`src/rtl/eic_pkg.sv`:
```
`timescale 1ns/1ps
package eic_pkg;
    localparam int unsigned OFS_RISE_EN = 32'h000;
    localparam int unsigned OFS_FALL_EN = 32'h004;
    localparam int unsigned OFS_SWTRIG  = 32'h008;
    localparam int unsigned OFS_RPEND   = 32'h00C;
    localparam int unsigned OFS_FPEND   = 32'h010;
    localparam int unsigned OFS_RESV    = 32'h014;
    localparam int unsigned OFS_MASK    = 32'h080;

    typedef enum logic [2:0] {
        SEL_NONE,
        SEL_RISE_EN,
        SEL_FALL_EN,
        SEL_SWTRIG,
        SEL_RPEND,
        SEL_FPEND,
        SEL_RESV,
        SEL_MASK
    } reg_sel_e;
endpackage

```
`src/rtl/eic_sync.sv`:
```
`timescale 1ns/1ps
module eic_sync #(
    parameter int unsigned WIDTH = 32
) (
    input  logic             clk,
    input  logic             rst_n,
    input  logic [WIDTH-1:0] async_i,
    output logic [WIDTH-1:0] sync_o
);
    logic [WIDTH-1:0] stage1_q;
    logic [WIDTH-1:0] stage2_q;

    always_ff @(posedge clk or negedge rst_n) begin
        if (!rst_n) begin
            stage1_q <= '0;
            stage2_q <= '0;
        end else begin
            stage1_q <= async_i;
            stage2_q <= stage1_q;
        end
    end

    assign sync_o = stage2_q;
endmodule

```
`src/rtl/eic_edge_capture.sv`:
```
`timescale 1ns/1ps
module eic_edge_capture #(
    parameter int unsigned NUM_LINES = 32
) (
    input  logic                 clk,
    input  logic                 rst_n,
    input  logic [NUM_LINES-1:0] level_i,
    input  logic [NUM_LINES-1:0] rise_en_i,
    input  logic [NUM_LINES-1:0] fall_en_i,
    input  logic [NUM_LINES-1:0] sw_set_i,
    input  logic [NUM_LINES-1:0] rclr_i,
    input  logic [NUM_LINES-1:0] fclr_i,
    output logic [NUM_LINES-1:0] rpend_o,
    output logic [NUM_LINES-1:0] fpend_o
);
    logic [NUM_LINES-1:0] prev_q;
    logic [NUM_LINES-1:0] rise_evt;
    logic [NUM_LINES-1:0] fall_evt;

    always_ff @(posedge clk or negedge rst_n) begin
        if (!rst_n) prev_q <= '0;
        else        prev_q <= level_i;
    end

    always_comb begin
        rise_evt = (level_i & ~prev_q & rise_en_i) | sw_set_i;
        fall_evt = (~level_i & prev_q & fall_en_i);
    end

    for (genvar i = 0; i < NUM_LINES; i++) begin : g_line
        logic rp_q;
        logic fp_q;
        always_ff @(posedge clk or negedge rst_n) begin
            if (!rst_n) begin
                rp_q <= 1'b0;
                fp_q <= 1'b0;
            end else begin
                if (rise_evt[i])    rp_q <= 1'b1;
                else if (rclr_i[i]) rp_q <= 1'b0;
                if (fall_evt[i])    fp_q <= 1'b1;
                else if (fclr_i[i]) fp_q <= 1'b0;
            end
        end
        assign rpend_o[i] = rp_q;
        assign fpend_o[i] = fp_q;
    end

    // a clear without a competing event empties the bit
    p_clear_r6: assert property (@(posedge clk) disable iff (!rst_n)
        (|(rclr_i & ~rise_evt)) |=> ((rpend_o & $past(rclr_i & ~rise_evt)) == '0));
    // an event always leaves its bit set, even against a clear
    p_event_wins_r7: assert property (@(posedge clk) disable iff (!rst_n)
        (|rise_evt) |=> ((rpend_o & $past(rise_evt)) == $past(rise_evt)));
    // with no event and no clear, pending holds
    p_hold_r6: assert property (@(posedge clk) disable iff (!rst_n)
        ((rise_evt | rclr_i | fall_evt | fclr_i) == '0) |=> ($stable(rpend_o) && $stable(fpend_o)));
endmodule

```
`src/rtl/eic_regfile.sv`:
```
`timescale 1ns/1ps
module eic_regfile
    import eic_pkg::*;
#(
    parameter int unsigned NUM_LINES = 32,
    parameter int unsigned DATA_W    = 32,
    parameter int unsigned ADDR_W    = 12
) (
    input  logic                 clk,
    input  logic                 rst_n,
    input  logic                 bus_sel,
    input  logic                 bus_wr,
    input  logic [ADDR_W-1:0]    bus_addr,
    input  logic [DATA_W-1:0]    bus_wdata,
    input  logic [NUM_LINES-1:0] rpend_i,
    input  logic [NUM_LINES-1:0] fpend_i,
    output logic [DATA_W-1:0]    bus_rdata,
    output logic [NUM_LINES-1:0] rise_en_o,
    output logic [NUM_LINES-1:0] fall_en_o,
    output logic [NUM_LINES-1:0] mask_o,
    output logic [NUM_LINES-1:0] sw_set_o,
    output logic [NUM_LINES-1:0] rclr_o,
    output logic [NUM_LINES-1:0] fclr_o
);
    logic [NUM_LINES-1:0] resv_q;
    logic [NUM_LINES-1:0] wline;
    logic [DATA_W-1:0]    rd_mux;
    logic                 wr_hit;
    logic                 rd_hit;
    reg_sel_e             sel;

    always_comb begin
        if      (bus_addr == ADDR_W'(OFS_RISE_EN)) sel = SEL_RISE_EN;
        else if (bus_addr == ADDR_W'(OFS_FALL_EN)) sel = SEL_FALL_EN;
        else if (bus_addr == ADDR_W'(OFS_SWTRIG))  sel = SEL_SWTRIG;
        else if (bus_addr == ADDR_W'(OFS_RPEND))   sel = SEL_RPEND;
        else if (bus_addr == ADDR_W'(OFS_FPEND))   sel = SEL_FPEND;
        else if (bus_addr == ADDR_W'(OFS_RESV))    sel = SEL_RESV;
        else if (bus_addr == ADDR_W'(OFS_MASK))    sel = SEL_MASK;
        else                                       sel = SEL_NONE;
    end

    assign wr_hit = bus_sel & bus_wr;
    assign rd_hit = bus_sel & ~bus_wr;
    assign wline  = bus_wdata[NUM_LINES-1:0];

    always_ff @(posedge clk or negedge rst_n) begin
        if (!rst_n) begin
            rise_en_o <= '0;
            fall_en_o <= '0;
            resv_q    <= '0;
            mask_o    <= '0;
        end else if (wr_hit) begin
            unique case (sel)
                SEL_RISE_EN: rise_en_o <= wline;
                SEL_FALL_EN: fall_en_o <= wline;
                SEL_RESV:    resv_q    <= wline;
                SEL_MASK:    mask_o    <= wline;
                default:     ;
            endcase
        end
    end

    always_comb begin
        sw_set_o = '0;
        rclr_o   = '0;
        fclr_o   = '0;
        if (wr_hit) begin
            unique case (sel)
                SEL_SWTRIG: sw_set_o = wline;
                SEL_RPEND:  rclr_o   = wline;
                SEL_FPEND:  fclr_o   = wline;
                default:    ;
            endcase
        end
    end

    always_comb begin
        unique case (sel)
            SEL_RISE_EN: rd_mux = DATA_W'(rise_en_o);
            SEL_FALL_EN: rd_mux = DATA_W'(fall_en_o);
            SEL_RPEND:   rd_mux = DATA_W'(rpend_i);
            SEL_FPEND:   rd_mux = DATA_W'(fpend_i);
            SEL_RESV:    rd_mux = DATA_W'(resv_q);
            SEL_MASK:    rd_mux = DATA_W'(mask_o);
            default:     rd_mux = '0;
        endcase
    end

    always_ff @(posedge clk or negedge rst_n) begin
        if (!rst_n)      bus_rdata <= '0;
        else if (rd_hit) bus_rdata <= rd_mux;
    end

    // read data only moves on a read
    p_rdata_hold_r12: assert property (@(posedge clk) disable iff (!rst_n)
        !rd_hit |=> $stable(bus_rdata));
    // a mask write lands in the mask one cycle later
    p_mask_write_r10: assert property (@(posedge clk) disable iff (!rst_n)
        (wr_hit && sel == SEL_MASK) |=> (mask_o == $past(wline)));
    // software trigger never reads back non-zero
    p_swtrig_reads_zero_r8: assert property (@(posedge clk) disable iff (!rst_n)
        (rd_hit && sel == SEL_SWTRIG) |=> (bus_rdata == '0));
endmodule

```
`src/rtl/eic_top.sv`:
```
`timescale 1ns/1ps
module eic_top #(
    parameter int unsigned NUM_LINES = 32,
    parameter int unsigned DATA_W    = 32,
    parameter int unsigned ADDR_W    = 12
) (
    input  logic                 clk,
    input  logic                 rst_n,
    input  logic [NUM_LINES-1:0] ev_in,
    input  logic                 bus_sel,
    input  logic                 bus_wr,
    input  logic [ADDR_W-1:0]    bus_addr,
    input  logic [DATA_W-1:0]    bus_wdata,
    output logic [DATA_W-1:0]    bus_rdata,
    output logic                 irq_o
);
    logic [NUM_LINES-1:0] level;
    logic [NUM_LINES-1:0] rise_en;
    logic [NUM_LINES-1:0] fall_en;
    logic [NUM_LINES-1:0] mask;
    logic [NUM_LINES-1:0] sw_set;
    logic [NUM_LINES-1:0] rclr;
    logic [NUM_LINES-1:0] fclr;
    logic [NUM_LINES-1:0] rpend;
    logic [NUM_LINES-1:0] fpend;
    logic                 irq_d;

    eic_sync #(.WIDTH(NUM_LINES)) u_sync (
        .clk(clk), .rst_n(rst_n), .async_i(ev_in), .sync_o(level)
    );

    eic_edge_capture #(.NUM_LINES(NUM_LINES)) u_capture (
        .clk(clk), .rst_n(rst_n), .level_i(level),
        .rise_en_i(rise_en), .fall_en_i(fall_en), .sw_set_i(sw_set),
        .rclr_i(rclr), .fclr_i(fclr), .rpend_o(rpend), .fpend_o(fpend)
    );

    eic_regfile #(.NUM_LINES(NUM_LINES), .DATA_W(DATA_W), .ADDR_W(ADDR_W)) u_regs (
        .clk(clk), .rst_n(rst_n), .bus_sel(bus_sel), .bus_wr(bus_wr),
        .bus_addr(bus_addr), .bus_wdata(bus_wdata),
        .rpend_i(rpend), .fpend_i(fpend), .bus_rdata(bus_rdata),
        .rise_en_o(rise_en), .fall_en_o(fall_en), .mask_o(mask),
        .sw_set_o(sw_set), .rclr_o(rclr), .fclr_o(fclr)
    );

    assign irq_d = |((rpend | fpend) & mask);

    always_ff @(posedge clk or negedge rst_n) begin
        if (!rst_n) irq_o <= 1'b0;
        else        irq_o <= irq_d;
    end

    // an unmasked pending line raises the output on the next cycle
    p_irq_raise_r9: assert property (@(posedge clk) disable iff (!rst_n)
        (|((rpend | fpend) & mask)) |=> irq_o);
    // nothing unmasked pending keeps the output low next cycle
    p_irq_quiet_r10: assert property (@(posedge clk) disable iff (!rst_n)
        (((rpend | fpend) & mask) == '0) |=> !irq_o);
endmodule

```
`config.mk`:
```
export PLATFORM = sky130hd
export DESIGN_NAME = eic_top
export DESIGN_NICKNAME = d
export VERILOG_FILES = /design/src/rtl/eic_pkg.sv /design/src/rtl/eic_sync.sv /design/src/rtl/eic_edge_capture.sv /design/src/rtl/eic_regfile.sv /design/src/rtl/eic_top.sv
export SDC_FILE = /design/constraint.sdc
export NUM_CORES = 1
export LEC_CHECK = 0
export ABC_AREA = 1
export BUFFER_PORTS_ARGS = -buffer_cell sky130_fd_sc_hd__buf_2
export CAP_MARGIN = 30
export CORE_MARGIN = 2
export CORE_UTILIZATION = 49
export CTS_CLUSTER_DIAMETER = 50
export CTS_CLUSTER_SIZE = 25
export DETAILED_ROUTE_END_ITERATION = 12
export PLACE_DENSITY = 0.76
export REMOVE_ABC_BUFFERS = 1
export SLEW_MARGIN = 20
export SYNTH_ARGS = -nofsm -noshare
export SYNTH_HDL_FRONTEND = slang
export SYNTH_HIERARCHICAL = 1
export SYNTH_SLANG_ARGS = --single-unit
```
`constraint.sdc`:
```
create_clock -name clk -period 2 [get_ports clk]
set_input_delay 0 -clock clk [delete_from_list [all_inputs] [get_ports clk]]
set_output_delay 0 -clock clk [all_outputs]
set_load 0.005 [all_outputs]
```
==> flow_metrics.env <==
export IMPL_switching_share_pct=24.0
export IMPL_avgRoutedWirePerCell_um=16.1
export IMPL_die_h_um=177
export IMPL_crit_top_cell="nand2_1"
export IMPL_start_util_pct=49.5
export IMPL_clock_latency_ps=560
export IMPL_cts_tree="built"
export IMPL_diodes=0
export IMPL_finalHoldViolations=0
export IMPL_critPathSlowestCell="dfrtp_1"
export IMPL_r2r_setup_slack_ps=660
export IMPL_total_power_mw=13.3
export IMPL_period_minus_slack_ps=1340
export IMPL_ys_warn_count=6
export IMPL_synth_seq_area_share_pct=55.0
export IMPL_drv_slew=0
export IMPL_final_cells=2310
export IMPL_slowest_delay_ps=400
export IMPL_endpoint_kind="register"
export IMPL_dp_slack_ps=251
export IMPL_hp_class="input port to register"
export IMPL_synth_area_um2=14600
export IMPL_layout_common_cells="446 x nand2_1, 321 x dfrtp_1, 288 x nand3_1"
export IMPL_tightest_slew_ps=573
export IMPL_final_common_cell="nand2_1"
export IMPL_cp_required_ps=2420
export IMPL_switching_power_mw=3.19
export IMPL_max_cap_viol_count=0
export IMPL_via_per_inst=5.17
export IMPL_grt_pass1_vias=11800
export IMPL_grt_max_degree=77
export IMPL_critPathMaxFanout=3
export IMPL_setup_viol=0
export IMPL_placed_cells=2188
export IMPL_cts_buffers=31
export IMPL_cts_resized=0
export IMPL_vdd_ir_drop_max_uv=806
export IMPL_path_clk_slew_ps=70
export IMPL_p_clk_share_pct=45.4
export IMPL_slew_headroom_pct=61.8
export IMPL_ioPinCount=113
export IMPL_period_share_pct=66.9
export IMPL_grt_pass1_wl_um=60300
export IMPL_dp_hpwl_um=23100
export IMPL_gp_congestion=0.834
export IMPL_status="completed"
export IMPL_htreeDepth=1
export IMPL_timing_fmax_mhz=747
export IMPL_drt_first_iter_violations=1092
export IMPL_root_buffer="clkbuf_16"
export IMPL_rsz0062_at_grt="false"
export IMPL_via_count=11900
export IMPL_wl_um=37300
export IMPL_postSynthCellCount=1787
export IMPL_crit_type="register to register"
export IMPL_cts_sinks=321
export IMPL_core_um2=29500
export IMPL_synth_avg_cell_area_um2=8.17
export IMPL_ys_seq_elements=321
export IMPL_area_growth_pct=16.4
export IMPL_critPathLaunchType="register"
export IMPL_crit_buf_inv=0
export IMPL_numPortBuffers=112
export IMPL_grt_usage_pct=24.3
export IMPL_holdWs_ps=17.5
export IMPL_drt_first_pass_iters=5
export IMPL_cp_cell_sequence="o21ai_1 > nand2_1 > nor2_1 > nand2_1 > nor2_1 > nand2_1"
export IMPL_dieWidth_um=177
export IMPL_antenna_found_initial=0
export IMPL_seq_power_share_pct=50.2
export IMPL_fin_nets=1977
export IMPL_clockBufferDepth=3
export IMPL_grt_ovfl_total=0
export IMPL_layout_drive_gt1_share_pct=13.5
export IMPL_arrival_ps=1760
export IMPL_clock_skew_ps=13.3
export IMPL_path_delay_family="simple AND/OR/NAND/NOR gates"
export IMPL_ant_nets=0
export IMPL_p_int_mw=10.1
export IMPL_worst_slack_ps=662
export IMPL_power_density_nw_per_um2=782
export IMPL_fp_row_count=63
export IMPL_pwr_share_comb_pct=4.4
export IMPL_drc=0
export IMPL_leakagePower_nw=8.61
export IMPL_yosysUniqueCellTypes=18
export IMPL_die_area_um2=31200
-- layout make-up --
| type | count | area, µm² |
|---|---|---|
| fillers | 2589 | 12500 |
| flip-flops and latches | 321 | 8030 |
| clock inverters | 21 | 244 |
| inverters | 234 | 881 |
| clock buffers | 35 | 811 |
| repair buffers | 221 | 1670 |
| well taps | 390 | 488 |
| multi-input cells | 1088 | 4860 |
-- routing by layer --
metal / GRT usage, % / vias up / part of all wire (%)
met5: 0 / - / 0
li1: - / 5785 / -
met1: 33.1 / 5587 / 42
met2: 40.2 / 459 / 47
met4: 8.44 / 0 / 3.9
met3: 3.14 / 108 / 6.7
-- logic make-up after synthesis --
family	count (synthesis)	share of synthesized area, %
and+or+nand+nor	896	25.9
buffers and inverters	378	11.7
DFF	321	55.0
AOI/OAI and AO/OA	192	7.40
-- final timing paths --
kind                                         to  depth (start not counted)                       from
max                                       irq_o                          6  u_capture/g_line[27].fp_q
min                        u_regs/bus_rdata[25]                          6                     bus_wr
max reg2reg                               irq_o                          6  u_capture/g_line[27].fp_q
min reg2reg                   u_sync/sync_o[31]                          0        u_sync/stage1_q[31]
max in group asynchronous   u_sync/stage1_q[28]                          3                      rst_n
min in group asynchronous     u_sync/sync_o[12]                          3                      rst_n
-- tightest hold or removal path, delay by kind of cell --
| family | cells | cell delay (ps) |
|---|---|---|
| buffers and inverters | 3 | 370 |
| and+or+nand+nor | 3 | 160 |
-- registers in the layout, summed over array words and instances (netlist names) --
signal,flops
u_capture/g_line.fp_q,32
u_capture/g_line.rp_q,32
u_capture/prev_q,32
u_regs/bus_rdata,32
u_regs/fall_en_o,32
u_regs/mask_o,32
u_regs/resv_q,32
u_regs/rise_en_o,32
u_sync/stage1_q,32
u_sync/sync_o,32
irq_o,1
-- power by group through the flow --
stage	registers [mW]	clock network [mW]	logic [mW]
2_1_floorplan	6.77	0	0.143
3_3_place_gp	6.78	0	0.479
3_5_place_dp	6.79	0	0.488
4_1_cts	6.66	6.13	0.597
5_1_grt	6.67	6.40	0.659
6_report	6.66	6.03	0.590
-- cell usage after synthesis --
master,number,area share [%]
buf_1,3,0.077
buf_4,65,3.3
o21ai_1,124,4.3
nand2_1,446,11
nand3_2,4,0.27
buf_2,36,1.2
nand2_2,1,0.043
dfrtp_1,321,55
o21ai_0,36,1.2
inv_1,229,5.9
nor2_4,1,0.077
clkbuf_1,40,1.0
nand4_1,2,0.086
nor2_1,148,3.8
nand3_1,288,9.9
o21ai_2,32,1.9
nor2_2,6,0.26
inv_2,5,0.13
-- through the flow --
step / area, µm² / util (%) / setup TNS [ps]
floorplan: 13800 / - / -40420
global placement: 15300 / 51.8 / 0
detailed placement: 15300 / 51.8 / 0
CTS: 17000 / 57.6 / 0
global route: 17000 / 57.6 / 0
finish: 17000 / 57.6 / 0
-- what timing repair did --
item / 4_1_cts / 5_1_grt
hold buffers: 66 / 0
buffers inserted: 0 / 0
hold endpoints to repair: 545 / 0
No activity file was read; power rests on OpenSTA's default activity.
